**config.mk**
```make
export PLATFORM = sky130hd
export DESIGN_NAME = dag_core
export DESIGN_NICKNAME = d
export VERILOG_FILES = /design/src/rtl/dag_pkg.sv /design/src/rtl/dag_ea_calc.sv /design/src/rtl/dag_circ_step.sv /design/src/rtl/dag_resp_reg.sv /design/src/rtl/dag_core.sv
export SDC_FILE = /design/constraint.sdc
export NUM_CORES = 1
export LEC_CHECK = 0
export CORE_ASPECT_RATIO = 1.4
export CORE_MARGIN = 1.5
export CORE_UTILIZATION = 65
export CTS_CLUSTER_DIAMETER = 120
export DETAILED_ROUTE_END_ITERATION = 10
export DONT_BUFFER_PORTS = 1
export PLACE_DENSITY_LB_ADDON = 0.1
export SLEW_MARGIN = 5
export SYNTH_ARGS = -nofsm -noshare
export SYNTH_HDL_FRONTEND = slang
export SYNTH_HIERARCHICAL = 1
export SYNTH_SLANG_ARGS = --single-unit
```
**constraint.sdc**
```tcl
create_clock -name clk -period 6.64 [get_ports clk]
set_clock_uncertainty 0.2 [all_clocks]
set_input_delay 0.332 -clock clk [delete_from_list [all_inputs] [get_ports clk]]
set_output_delay 0.332 -clock clk [all_outputs]
set_load 0.01 [all_outputs]
```
**src/rtl/dag_pkg.sv**
```systemverilog
// Package: shared mode encoding for the data address generator.
// Assumes a 2-bit mode field in each request.
package dag_pkg;
    typedef enum logic [1:0] {
        AM_ABS  = 2'b00,
        AM_BOFS = 2'b01,
        AM_REG  = 2'b10,
        AM_CIRC = 2'b11
    } amode_e;
endpackage

```
**src/rtl/dag_ea_calc.sv**
```systemverilog
// Module: combinational effective-address selection for all four modes.
// Assumes DW <= AW or DW > AW; the displacement is sign-extended or truncated to AW.
module dag_ea_calc
    import dag_pkg::*;
#(
    parameter int AW = 32,
    parameter int DW = 16
) (
    input  amode_e          mode,
    input  logic [AW-1:0]   base,
    input  logic [AW-1:0]   abs_addr,
    input  logic [AW-1:0]   idx,
    input  logic [DW-1:0]   disp,
    output logic [AW-1:0]   ea
);
    logic [AW-1:0] disp_ext;

    // Widen or narrow the displacement to the address width.
    generate
        if (DW < AW) begin : g_sext
            assign disp_ext = {{(AW-DW){disp[DW-1]}}, disp};
        end else begin : g_trunc
            assign disp_ext = disp[AW-1:0];
        end
    endgenerate

    // Pick the address term for the requested mode.
    always_comb begin
        unique case (mode)
            AM_ABS:  ea = abs_addr;
            AM_BOFS: ea = base + disp_ext;
            AM_REG:  ea = base;
            AM_CIRC: ea = base + idx;
            default: ea = abs_addr;
        endcase
    end
endmodule

```
**src/rtl/dag_circ_step.sv**
```systemverilog
// Module: advances a circular-buffer index by a stride with a single conditional wrap.
// Assumes index < len and stride <= len for a true modulo result; len == 0 disables wrap.
module dag_circ_step #(
    parameter int AW = 32
) (
    input  logic [AW-1:0] idx,
    input  logic [AW-1:0] stride,
    input  logic [AW-1:0] len,
    output logic [AW-1:0] next_idx
);
    logic [AW-1:0] sum;
    logic          wrap;

    // Step the index, then subtract the length once if it was reached.
    always_comb begin
        sum      = idx + stride;
        wrap     = (len != '0) && (sum >= len);
        next_idx = wrap ? (sum - len) : sum;
    end
endmodule

```
**src/rtl/dag_resp_reg.sv**
```systemverilog
// Module: response register holding address, updated index and write strobe.
// Assumes a synchronous active-low reset; data fields hold when nothing loads.
module dag_resp_reg #(
    parameter int AW = 32
) (
    input  logic          clk,
    input  logic          rst_n,
    input  logic          load,
    input  logic [AW-1:0] ea_d,
    input  logic [AW-1:0] idx_d,
    input  logic          we_d,
    output logic          valid_q,
    output logic [AW-1:0] ea_q,
    output logic [AW-1:0] idx_q,
    output logic          we_q
);
    // Control flags: cleared on reset, follow the accept strobe otherwise.
    always_ff @(posedge clk) begin
        if (!rst_n) begin
            valid_q <= 1'b0;
            we_q    <= 1'b0;
        end else begin
            valid_q <= load;
            we_q    <= load & we_d;
        end
    end

    // Data fields: capture on accept only.
    always_ff @(posedge clk) begin
        if (!rst_n) begin
            ea_q  <= '0;
            idx_q <= '0;
        end else if (load) begin
            ea_q  <= ea_d;
            idx_q <= idx_d;
        end
    end
endmodule

```
**src/rtl/dag_core.sv**
```systemverilog
// Module: top of the data address generator; one request per cycle, one-cycle latency.
// Assumes the consumer always takes the response (no output back-pressure).
module dag_core
    import dag_pkg::*;
#(
    parameter int AW = 32,
    parameter int DW = 16
) (
    input  logic          clk,
    input  logic          rst_n,
    input  logic          req_valid,
    output logic          req_ready,
    input  logic [1:0]    req_mode,
    input  logic [AW-1:0] req_base,
    input  logic [AW-1:0] req_addr,
    input  logic [DW-1:0] req_disp,
    input  logic [AW-1:0] req_index,
    input  logic [AW-1:0] req_stride,
    input  logic [AW-1:0] req_len,
    output logic          rsp_valid,
    output logic [AW-1:0] rsp_addr,
    output logic [AW-1:0] rsp_index,
    output logic          rsp_idx_we
);
    amode_e        mode;
    logic          accept;
    logic [AW-1:0] ea_c;
    logic [AW-1:0] idx_c;

    assign mode   = amode_e'(req_mode);
    assign accept = req_valid & req_ready;

    // Ready rises one edge after reset and then stays high.
    always_ff @(posedge clk) begin
        if (!rst_n) req_ready <= 1'b0;
        else        req_ready <= 1'b1;
    end

    dag_ea_calc #(.AW(AW), .DW(DW)) u_ea (
        .mode     (mode),
        .base     (req_base),
        .abs_addr (req_addr),
        .idx      (req_index),
        .disp     (req_disp),
        .ea       (ea_c)
    );

    dag_circ_step #(.AW(AW)) u_step (
        .idx      (req_index),
        .stride   (req_stride),
        .len      (req_len),
        .next_idx (idx_c)
    );

    dag_resp_reg #(.AW(AW)) u_out (
        .clk     (clk),
        .rst_n   (rst_n),
        .load    (accept),
        .ea_d    (ea_c),
        .idx_d   (idx_c),
        .we_d    (mode == AM_CIRC),
        .valid_q (rsp_valid),
        .ea_q    (rsp_addr),
        .idx_q   (rsp_index),
        .we_q    (rsp_idx_we)
    );
endmodule

```
---- Word-level counts from Yosys, hierarchy flattened ----
Cells that the tools add are included.
Widths: inputs -> output; s select.
operators by class
  order comparisons ....................... 1
  add/sub/neg operators ................... 4
  reduce and logical (&&, ||, !) cells .... 3
  muxes and demuxes ....................... 3
  eq/ne operators ......................... 3
  bitwise gates (word level) .............. 2
operator list
  kind                number
  $pmux 32 s4         1
  $add 32x32->32      3
  $ge 32x32->1        1
  $mux 32             1
  $reduce_bool 32->1  1
  $sub 32x32->32      1
  $eq 2x2->1 const B  2
  $and 1x1->1         2
  $eq 2x1->1 const B  1
  $logic_not 2->1     1
  $logic_and 1x1->1   1
  $mux 1              1
storage, ports and cells
  register bits after elaboration ......... 67
  word-level logic and storage cells ...... 21

---- Longest topological paths before layout ----
Gate-level depths: netlist (run 1).
  word-level depth ........................ 4
  depth in mapped cells ................... 25
  gate-level depth less buffers ........... 23

---- By module ----
The synthesis (run 1) kept the hierarchy.
by module, submodules not included
  module         area an instance (um^2)  cells each  sequential area each (um^2)  instances
  dag_circ_step  3587.2                   532         0.0                          1
  dag_ea_calc    2917.8                   448         0.0                          1
  dag_resp_reg   2524.9                   211         1321.3                       1
  dag_core       32.5                     3           20.0                         1

---- Worst setup path before layout (run 1) ----
No wires, ideal clock.
  kind .................................... input port to flip-flop
  start point ............................. input port req_index[1]
  end point ............................... register u_out.idx_q[28]
  cell stages on the path ................. 23
  slack ................................... 1.660 ns
  path buffers ............................ 0
  arrival ................................. 4.664 ns
  cells stage by stage .................... ha_1 -> a211oi_2 -> o21bai_1 -> a211oi_2 -> nor2_1 -> o21a_1 -> o31a_1 -> or3_1 -> a31oi_2 -> xnor2_1 -> ha_1 -> nand3_1 -> or3_1 -> a2111oi_2 -> nor2_1 -> a21oi_1 -> a41o_1 -> o21ai_0 -> a21oi_1 -> xor2_1 -> mux2_2 -> mux2i_1 -> nor2b_1
between the ends
  cells in the longest elaborated chain, start to end .. 4
  elaborated cells on any way between the ends .. 5
  classes of those cells .................. add/sub (2); order compare (1); mux (1); reduce/logical (1)
ends and longest elaborated chain
  what                  RTL line             RTL
  from (decl)           dag_core.sv:17       input logic [AW-1:0] req_index,
  $add 32x32->32 (*)    dag_circ_step.sv:16  sum = idx + stride;
  $ge 32x32->1          dag_circ_step.sv:17  wrap = (len != '0) && (sum >= len);
  $logic_and 1x1->1     dag_circ_step.sv:17
  $mux 32 (*)           dag_circ_step.sv:18  next_idx = wrap ? (sum - len) : sum;
  net idx_c[28]         dag_core.sv:28       logic [AW-1:0] idx_c;
  to (signal assigned)  dag_resp_reg.sv:35   idx_q <= idx_d;
  to (decl)             dag_resp_reg.sv:14   output logic [AW-1:0] idx_q,
The timed path passes the listed nets; every way through them passes the cells marked *.
A chain may end at the register's enable or synchronous reset.

---- Final worst setup path (run 1) ----
  start point ............................. input port req_index[0]
  end point ............................... register u_out.idx_q[1]
Same word-level chain as after synthesis.

==> results of run 1 <==
==> synthesized netlist by cell type (7+ instances only) <==
library cell	number
o21ai_1	7
o21a_1	13
nor2b_1	75
nor4_1	9
ha_1	101
mux2i_1	83
and2_1	7
inv_1	56
a211oi_1	12
nand4_1	15
o21ai_0	74
o21bai_1	9
or3_1	9
and3_1	8
a21oi_1	87
o22ai_1	8
xnor2_1	51
xor2_1	28
nor2_1	56
a21o_1	47
a31oi_1	8
mux2_2	17
clkbuf_1	31
nand2_1	174
o31ai_1	8
nand3_1	28
dfxtp_1	67
nor3_1	12
==> registers in the layout, indices dropped and copies added (netlist names) <==
signal	cells
u_out/idx_q	32
req_ready	1
u_out/valid_q	1
u_out/we_q	1
u_out/ea_q	32
==> metal layers <==
layer	track usage	wire length (um)	vias up
met1	0.409	10300	3862
met2	0.602	12700	350
met4	0.179	1230	0
met3	0.0534	1960	77
li1	-	-	4198
met5	0	0	-
==> final cells by class <==
| cell class | instances | area, um2 | share of cell area |
|---|---|---|---|
| clock inverters | 6 | 42.5 | 0.00456 |
| well taps | 182 | 228 | 0.0244 |
| inverters | 56 | 210 | 0.0225 |
| clock buffers | 10 | 229 | 0.0246 |
| multi-input cells | 1021 | 7220 | 0.774 |
| flip-flops and latches | 67 | 1340 | 0.144 |
| repair buffers | 4 | 55.1 | 0.00590 |
==> what timing repair did <==
| item | 4_1_cts | 5_1_grt |
|---|---|---|
| hold buffers | 1 | 0 |
| endpoints found under the setup margin | 0 | 0 |
| endpoints found under the hold margin | 67 | 0 |
==> power breakdown <==
group          total (mW)  switching [mW]  leakage [nW]  internal [mW]
Clock               0.451           0.198         0.128          0.253
Sequential          0.493          0.0486         0.548          0.445
Combinational        1.15           0.646          3.47          0.499
Total                2.09           0.893          4.15           1.20
==> cells in the final DEF, fill, tap and decap left out, drive strengths merged, types with 3 or more instances in the layout <==
| cell type | n |
|---|---|
| a2111oi | 4 |
| a31oi | 10 |
| nand2 | 174 |
| o211ai | 6 |
| nand3 | 28 |
| o31ai | 9 |
| a211oi | 16 |
| buf | 4 |
| mux2 | 18 |
| or3 | 11 |
| o21ai | 82 |
| ha | 101 |
| a21boi | 4 |
| nor2b | 75 |
| nand4 | 16 |
| fa | 3 |
| xnor2 | 51 |
| o21a | 13 |
| a221oi | 7 |
| clkinv | 4 |
| clkbuf | 10 |
| and3 | 9 |
| nand2b | 4 |
| nor2 | 56 |
| a21oi | 89 |
| mux2i | 83 |
| o22ai | 8 |
| and4 | 4 |
| nor3 | 12 |
| o21bai | 9 |
| nor4 | 10 |
| and2 | 8 |
| dfxtp | 67 |
| inv | 56 |
| a21o | 47 |
| xor2 | 28 |
==> critical path, stage by stage <==
cell and delay [ps]:
ha_1 230, fa_1 420, a21o_1 190, nand4_1 110
a31oi_1 160, o31ai_1 350, o21ai_1 200, o21ai_1 290
o21ai_1 190, o41ai_2 260, xnor2_1 190, ha_1 330
nand3_1 130, nor2_1 50, a211o_1 290, a221o_1 340
o21ai_0 160, a21o_1 390, buf_12 260, mux2_2 360
mux2i_1 150, nor2b_1 60
==> final timing paths <==
kind / startpoint / end / slack (ps) / cells after the start
min reg2reg: u_out/idx_q[27] / u_out/idx_q[27] / 360 / 2
max: req_index[0] / u_out/idx_q[1] / 1190 / 22
min: rst_n / req_ready / 50 / 1
max reg2reg: req_ready / u_out/ea_q[22] / 4390 / 4
==> stage by stage <==
stage,instances,hold WS [ps],util,setup WS (ps)
2_1_floorplan,1194,160,-,1660
3_3_place_gp,1329,162,0.669,1100
3_5_place_dp,1329,163,0.669,955
4_1_cts,1346,53.0,0.690,1270
5_1_grt,1346,60.0,0.690,876
6_report,1346,49.2,0.690,1190
==> logic make-up after synthesis <==
kind of cell,count (synthesis),synth area share
multiplexers,101,0.114
flip-flops,67,0.148
XOR/XNOR,79,0.0764
adder cells (fa/ha/maj),104,0.146
AND/OR/NAND/NOR,411,0.220
AO/OA/AOI/OAI,326,0.240
buffers and inverters,106,0.0555
==> results.tsv, run 1 <==
stage	metric	value	unit
timing	Final Hold Viols	0	
detailed_routing	vias per std cell	6.31	
flow_run	Max-Cap Viols	0	
cells_and_area	Area Growth Syn to Fin	2.91	%
worst_setup_path	crit end category	register	
placed_design	Placed Area	9030	um2
placed_design	post-DP HPWL	20.8	mm
detailed_routing	Routed Antenna Nets	0	
power_and_ir_drop	Peak VDD IR	0.000148	V
synth	FFs w/ async S/R, synth	0	
clock_tree	Worst-path clk slew	50	ps
detailed_routing	DR iter-0 viols	508	
detailed_routing	DRC viols	0	
synth	YS warnings	6	
clock_tree	root buf cell	clkbuf_16	
timing	unrepaired setup endpoints after global routing	no	
clock_tree	Max Buffers Root-to-Sink	2	
clock_tree	CTS tree	done	
timing	max-slew violations	0	
timing	Final Cycle Share	0.820	
synth	Post-Syn Area	9060	um2
worst_setup_path	worst endpoint required time	6670	ps
timing	Worst-Margin Slew	879	ps
clock_tree	Post-CTS Setup Inserts	0	
grt	All-Layer GR Usage	0.348	
clock_tree	Clock Sinks	67	
timing	Worst slew margin	0.409	
synth	Post-Synthesis Net Count	1479	
power_and_ir_drop	pwr dens	224	nW/um2
detailed_routing	drt first pass iters	7	
synth	Synth Flop Type	dfxtp_1	
power_and_ir_drop	Pwr Total	2.09	mW
status	status	complete, no violations	
power_and_ir_drop	Leakage	4.15	nW
placed_design	port bufs	0	
synth	register area share after synthesis	0.148	
worst_hold_path	worst min path class	in2reg	
synth	Post-synth EDFFs	0	
synth	unique cell type count in the Yosys netlist	74	
detailed_routing	via count	8487	
worst_setup_path	crit path launch type	input port	
timing	post-layout minimum cycle time	5450	ps
grt	vias in the first global route	8292	
synth	Cells after Synth	1194	
cells_and_area	design area	9330	um2
synth	area share of the largest cell type after synthesis	0.148	
detailed_routing	wire length per cell	19.5	um
die	Core ar.	13500	um2
die	die width	103	um
grt	grt ovf	0	
clock_tree	H-tree depth	3	
timing	Final setup viols	0	
cells_and_area	fillers	1222	
worst_setup_path	critical path class	in2reg	
cells_and_area	fin nets	1444	
grt	first-pass GRT wire length	39.8	mm
worst_setup_path	Crit Path Max Fanout	44	
timing	Fin Setup TNS	0	ps
synth	main area contributors after synthesis	dfxtp_1 15%, ha_1 14%, mux2i_1 9.2%	
clock_tree	cts repair resizes	0	
die	full die area	14700	um2
die	initial core utilization	0.671	
cells_and_area	layout cells sized above 1	0.0550	
placed_design	gpl congestion	1.02	
detailed_routing	total wire length	26.2	mm
die	Rows	50	
synth	Synth Register Bits	67	
die	die height	143	um
timing	Max Clock Freq	184	MHz
grt	initial antenna violation count	0	
synth	Synth area leader	dfxtp_1	
clock_tree	Clock Latency Late Sink	330	ps
grt	largest net degree at the start of global routing	68	
worst_setup_path	crit path DAT	5470	ps
synth	synthesized area per cell	7.59	um2
die	IO Pins	248	
clock_tree	Num CTS Buffers	9	
cells_and_area	antenna diode count	0	
No activity file was read; power rests on OpenSTA's default activity.
==> inputs of run 2 (changes only) <==
--- a/config.mk
+++ b/config.mk
@@ -7,7 +7,7 @@
 export LEC_CHECK = 0
 export CORE_ASPECT_RATIO = 1.4
 export CORE_MARGIN = 1.5
-export CORE_UTILIZATION = 65
+export CORE_UTILIZATION = 60
 export CTS_CLUSTER_DIAMETER = 120
 export DETAILED_ROUTE_END_ITERATION = 10
 export DONT_BUFFER_PORTS = 1
==> constraint.sdc (replaced) <==
create_clock -name clk -period 4.83 [get_ports clk]
set_clock_uncertainty 0.2 [all_clocks]
set_input_delay 0.2415 -clock clk [delete_from_list [all_inputs] [get_ports clk]]
set_output_delay 0.2415 -clock clk [all_outputs]
set_load 0.01 [all_outputs]
==> results.tsv, run 2 (synthesized netlist as in run 1, its figures left out) <==
stage	metric	value	unit
worst_setup_path	critical path cell sequence	ha_2 -> fa_2 -> a21o_1 -> nand4_1 -> a31oi_4 -> o31ai_4 -> o21ai_2 -> o21ai_2 -> o21ai_2 -> o41ai_2 -> xnor2_1 -> ha_1 -> nand3_2 -> nor2_1 -> a211o_1 -> a221o_1 -> o21ai_2 -> a21o_1 -> buf_12 -> mux2_2 -> mux2i_1 -> nor2b_1	
worst_setup_path	CP max-delay cell	a221o_1	
clock_tree	root buf cell	clkbuf_16	
detailed_routing	total wire length	27.4	mm
worst_setup_path	crit path launch type	input port	
worst_setup_path	critical path class	in2reg	
flow_run	Max-Cap Viols	0	
power_and_ir_drop	Leakage	4.58	nW
grt	first-pass GRT wire length	42.5	mm
detailed_routing	drt first pass iters	7	
timing	max-slew violations	0	
placed_design	post-DP HPWL	21.9	mm
cells_and_area	most frequent cells in the layout	174 x nand2_1, 100 x ha_1, 83 x mux2i_1, 83 x a21oi_1	
grt	largest net degree at the start of global routing	68	
timing	Final Cycle Share	0.942	
clock_tree	Max Buffers Root-to-Sink	2	
grt	All-Layer GR Usage	0.338	
detailed_routing	via count	8798	
detailed_routing	Routed Antenna Nets	0	
clock_tree	Worst-path clk slew	60	ps
timing	Final setup viols	0	
worst_setup_path	Buf/Inv on CP	1	
detailed_routing	wire length per cell	19.1	um
timing	Worst slew margin	0.402	
die	die height	148	um
worst_setup_path	crit end category	register	
power_and_ir_drop	pwr dens	318	nW/um2
timing	Max Clock Freq	220	MHz
cells_and_area	fin nets	1523	
clock_tree	Clock Sinks	67	
timing	Final WS setup	282	ps
placed_design	port bufs	0	
grt	vias in the first global route	8667	
worst_hold_path	worst min path class	in2reg	
placed_design	gpl congestion	0.961	
clock_tree	Clock Latency Late Sink	350	ps
grt	grt ovf	0	
cells_and_area	layout cells sized above 1	0.126	
clock_tree	H-tree depth	3	
worst_setup_path	worst endpoint required time	4870	ps
clock_tree	Num CTS Buffers	9	
timing	Final Hold Viols	0	
worst_setup_path	Most common cell on crit path	o21ai_2	
detailed_routing	DRC viols	0	
timing	post-layout minimum cycle time	4550	ps
worst_setup_path	R2R Setup Slk	2580	ps
cells_and_area	Area Growth Syn to Fin	12.0	%
die	full die area	15900	um2
die	die width	107	um
die	IO Pins	248	
die	initial core utilization	0.607	
timing	Worst-Margin Slew	889	ps
worst_setup_path	crit path DAT	4580	ps
worst_setup_path	Crit Path Max Fanout	13	
status	status	complete, no violations	
cells_and_area	Top Registers	u_out/ea_q: 32 flops, u_out/idx_q: 32 flops	
placed_design	pre-CTS WS	-186	ps
die	Core ar.	14900	um2
worst_setup_path	CP delay by family, top	compound AO/OA/AOI/OAI gates	
timing	Hold Slack	26.0	ps
power_and_ir_drop	Peak VDD IR	0.000239	V
detailed_routing	DR iter-0 viols	538	
detailed_routing	vias per std cell	6.13	
clock_tree	CTS tree	done	
die	Rows	53	
timing	unrepaired setup endpoints after global routing	no	
grt	initial antenna violation count	0	
worst_setup_path	CP peak stage delay	370	ps
cells_and_area	leading cell type in the layout, fill and taps excluded	nand2_1	
run 2: changes by cell type in the layout (fill, tap and decap cells not counted), sizes merged:
cell         change
diode            +1
bufinv           +2
clkinvlp         -1
buf             +74
dlygate4sd3      +4
clkinv           -3
clkbuf           +3
run 2: report_power, final:
| part | internal (mW) | total (mW) | switching (mW) |
|---|---|---|---|
| sequential | 0.611 | 0.679 | 0.0676 |
| clock | 0.480 | 0.741 | 0.261 |
| combinational | 0.850 | 1.81 | 0.957 |
run 2: layer usage:
layer,vias to the layer above,GRT usage,share of wire
met5,-,0,0
met4,0,0.166,0.048
met3,67,0.0745,0.068
met2,319,0.602,0.49
met1,4034,0.375,0.39
li1,4378,-,-
run 2: final cells by class:
cell class | count | area, um2
multi-input combinational | 1021 | 7340
fill | 1345 | 4770
sequential | 67 | 1340
timing repair buffer | 83 | 687
clock buffer | 12 | 256
tap | 192 | 240
inverter | 56 | 210
clock inverter | 4 | 72.6
antenna | 1 | 2.50
run 2: repair_timing:
| item | CTS | global route |
|---|---|---|
| resized for setup | 0 | 26 |
| hold endpoints to repair | 67 | 0 |
| buffers inserted | 0 | 1 |
| hold buffers | 5 | 0 |
| endpoints found under the setup margin | 0 | 32 |
run 2: path summary, 6_finish.rpt:
| kind | from | end | depth (start not counted) |
|---|---|---|---|
| setup reg to reg | req_ready | u_out/ea_q[23] | 4 |
| setup / recovery | req_index[0] | u_out/idx_q[1] | 22 |
| hold / removal | req_mode[0] | u_out/ea_q[15] | 4 |
| hold reg to reg | u_out/idx_q[20] | u_out/idx_q[20] | 2 |
run 2: worst min-delay path: cells and delay by family:
kind             cells  cell delay, ps
multiplexers         1              70
AO/OA/AOI/OAI        1              70
AND/OR/NAND/NOR      2             130
run 2: per-stage QoR:
| stage | util | setup TNS [ps] | total power, mW | cell area [um2] | cells |
|---|---|---|---|---|---|
| after global placement | 0.645 | -1370 | 2.38 | 9620 | 1412 |
| after detailed placement | 0.645 | -3310 | 2.40 | 9620 | 1412 |
| after CTS | 0.672 | 0 | 3.17 | 10000 | 1433 |
| after global routing | 0.680 | 0 | 3.45 | 10100 | 1435 |
| after floorplan | - | 0 | 1.97 | 9090 | 1194 |
| final | 0.680 | 0 | 3.23 | 10100 | 1436 |
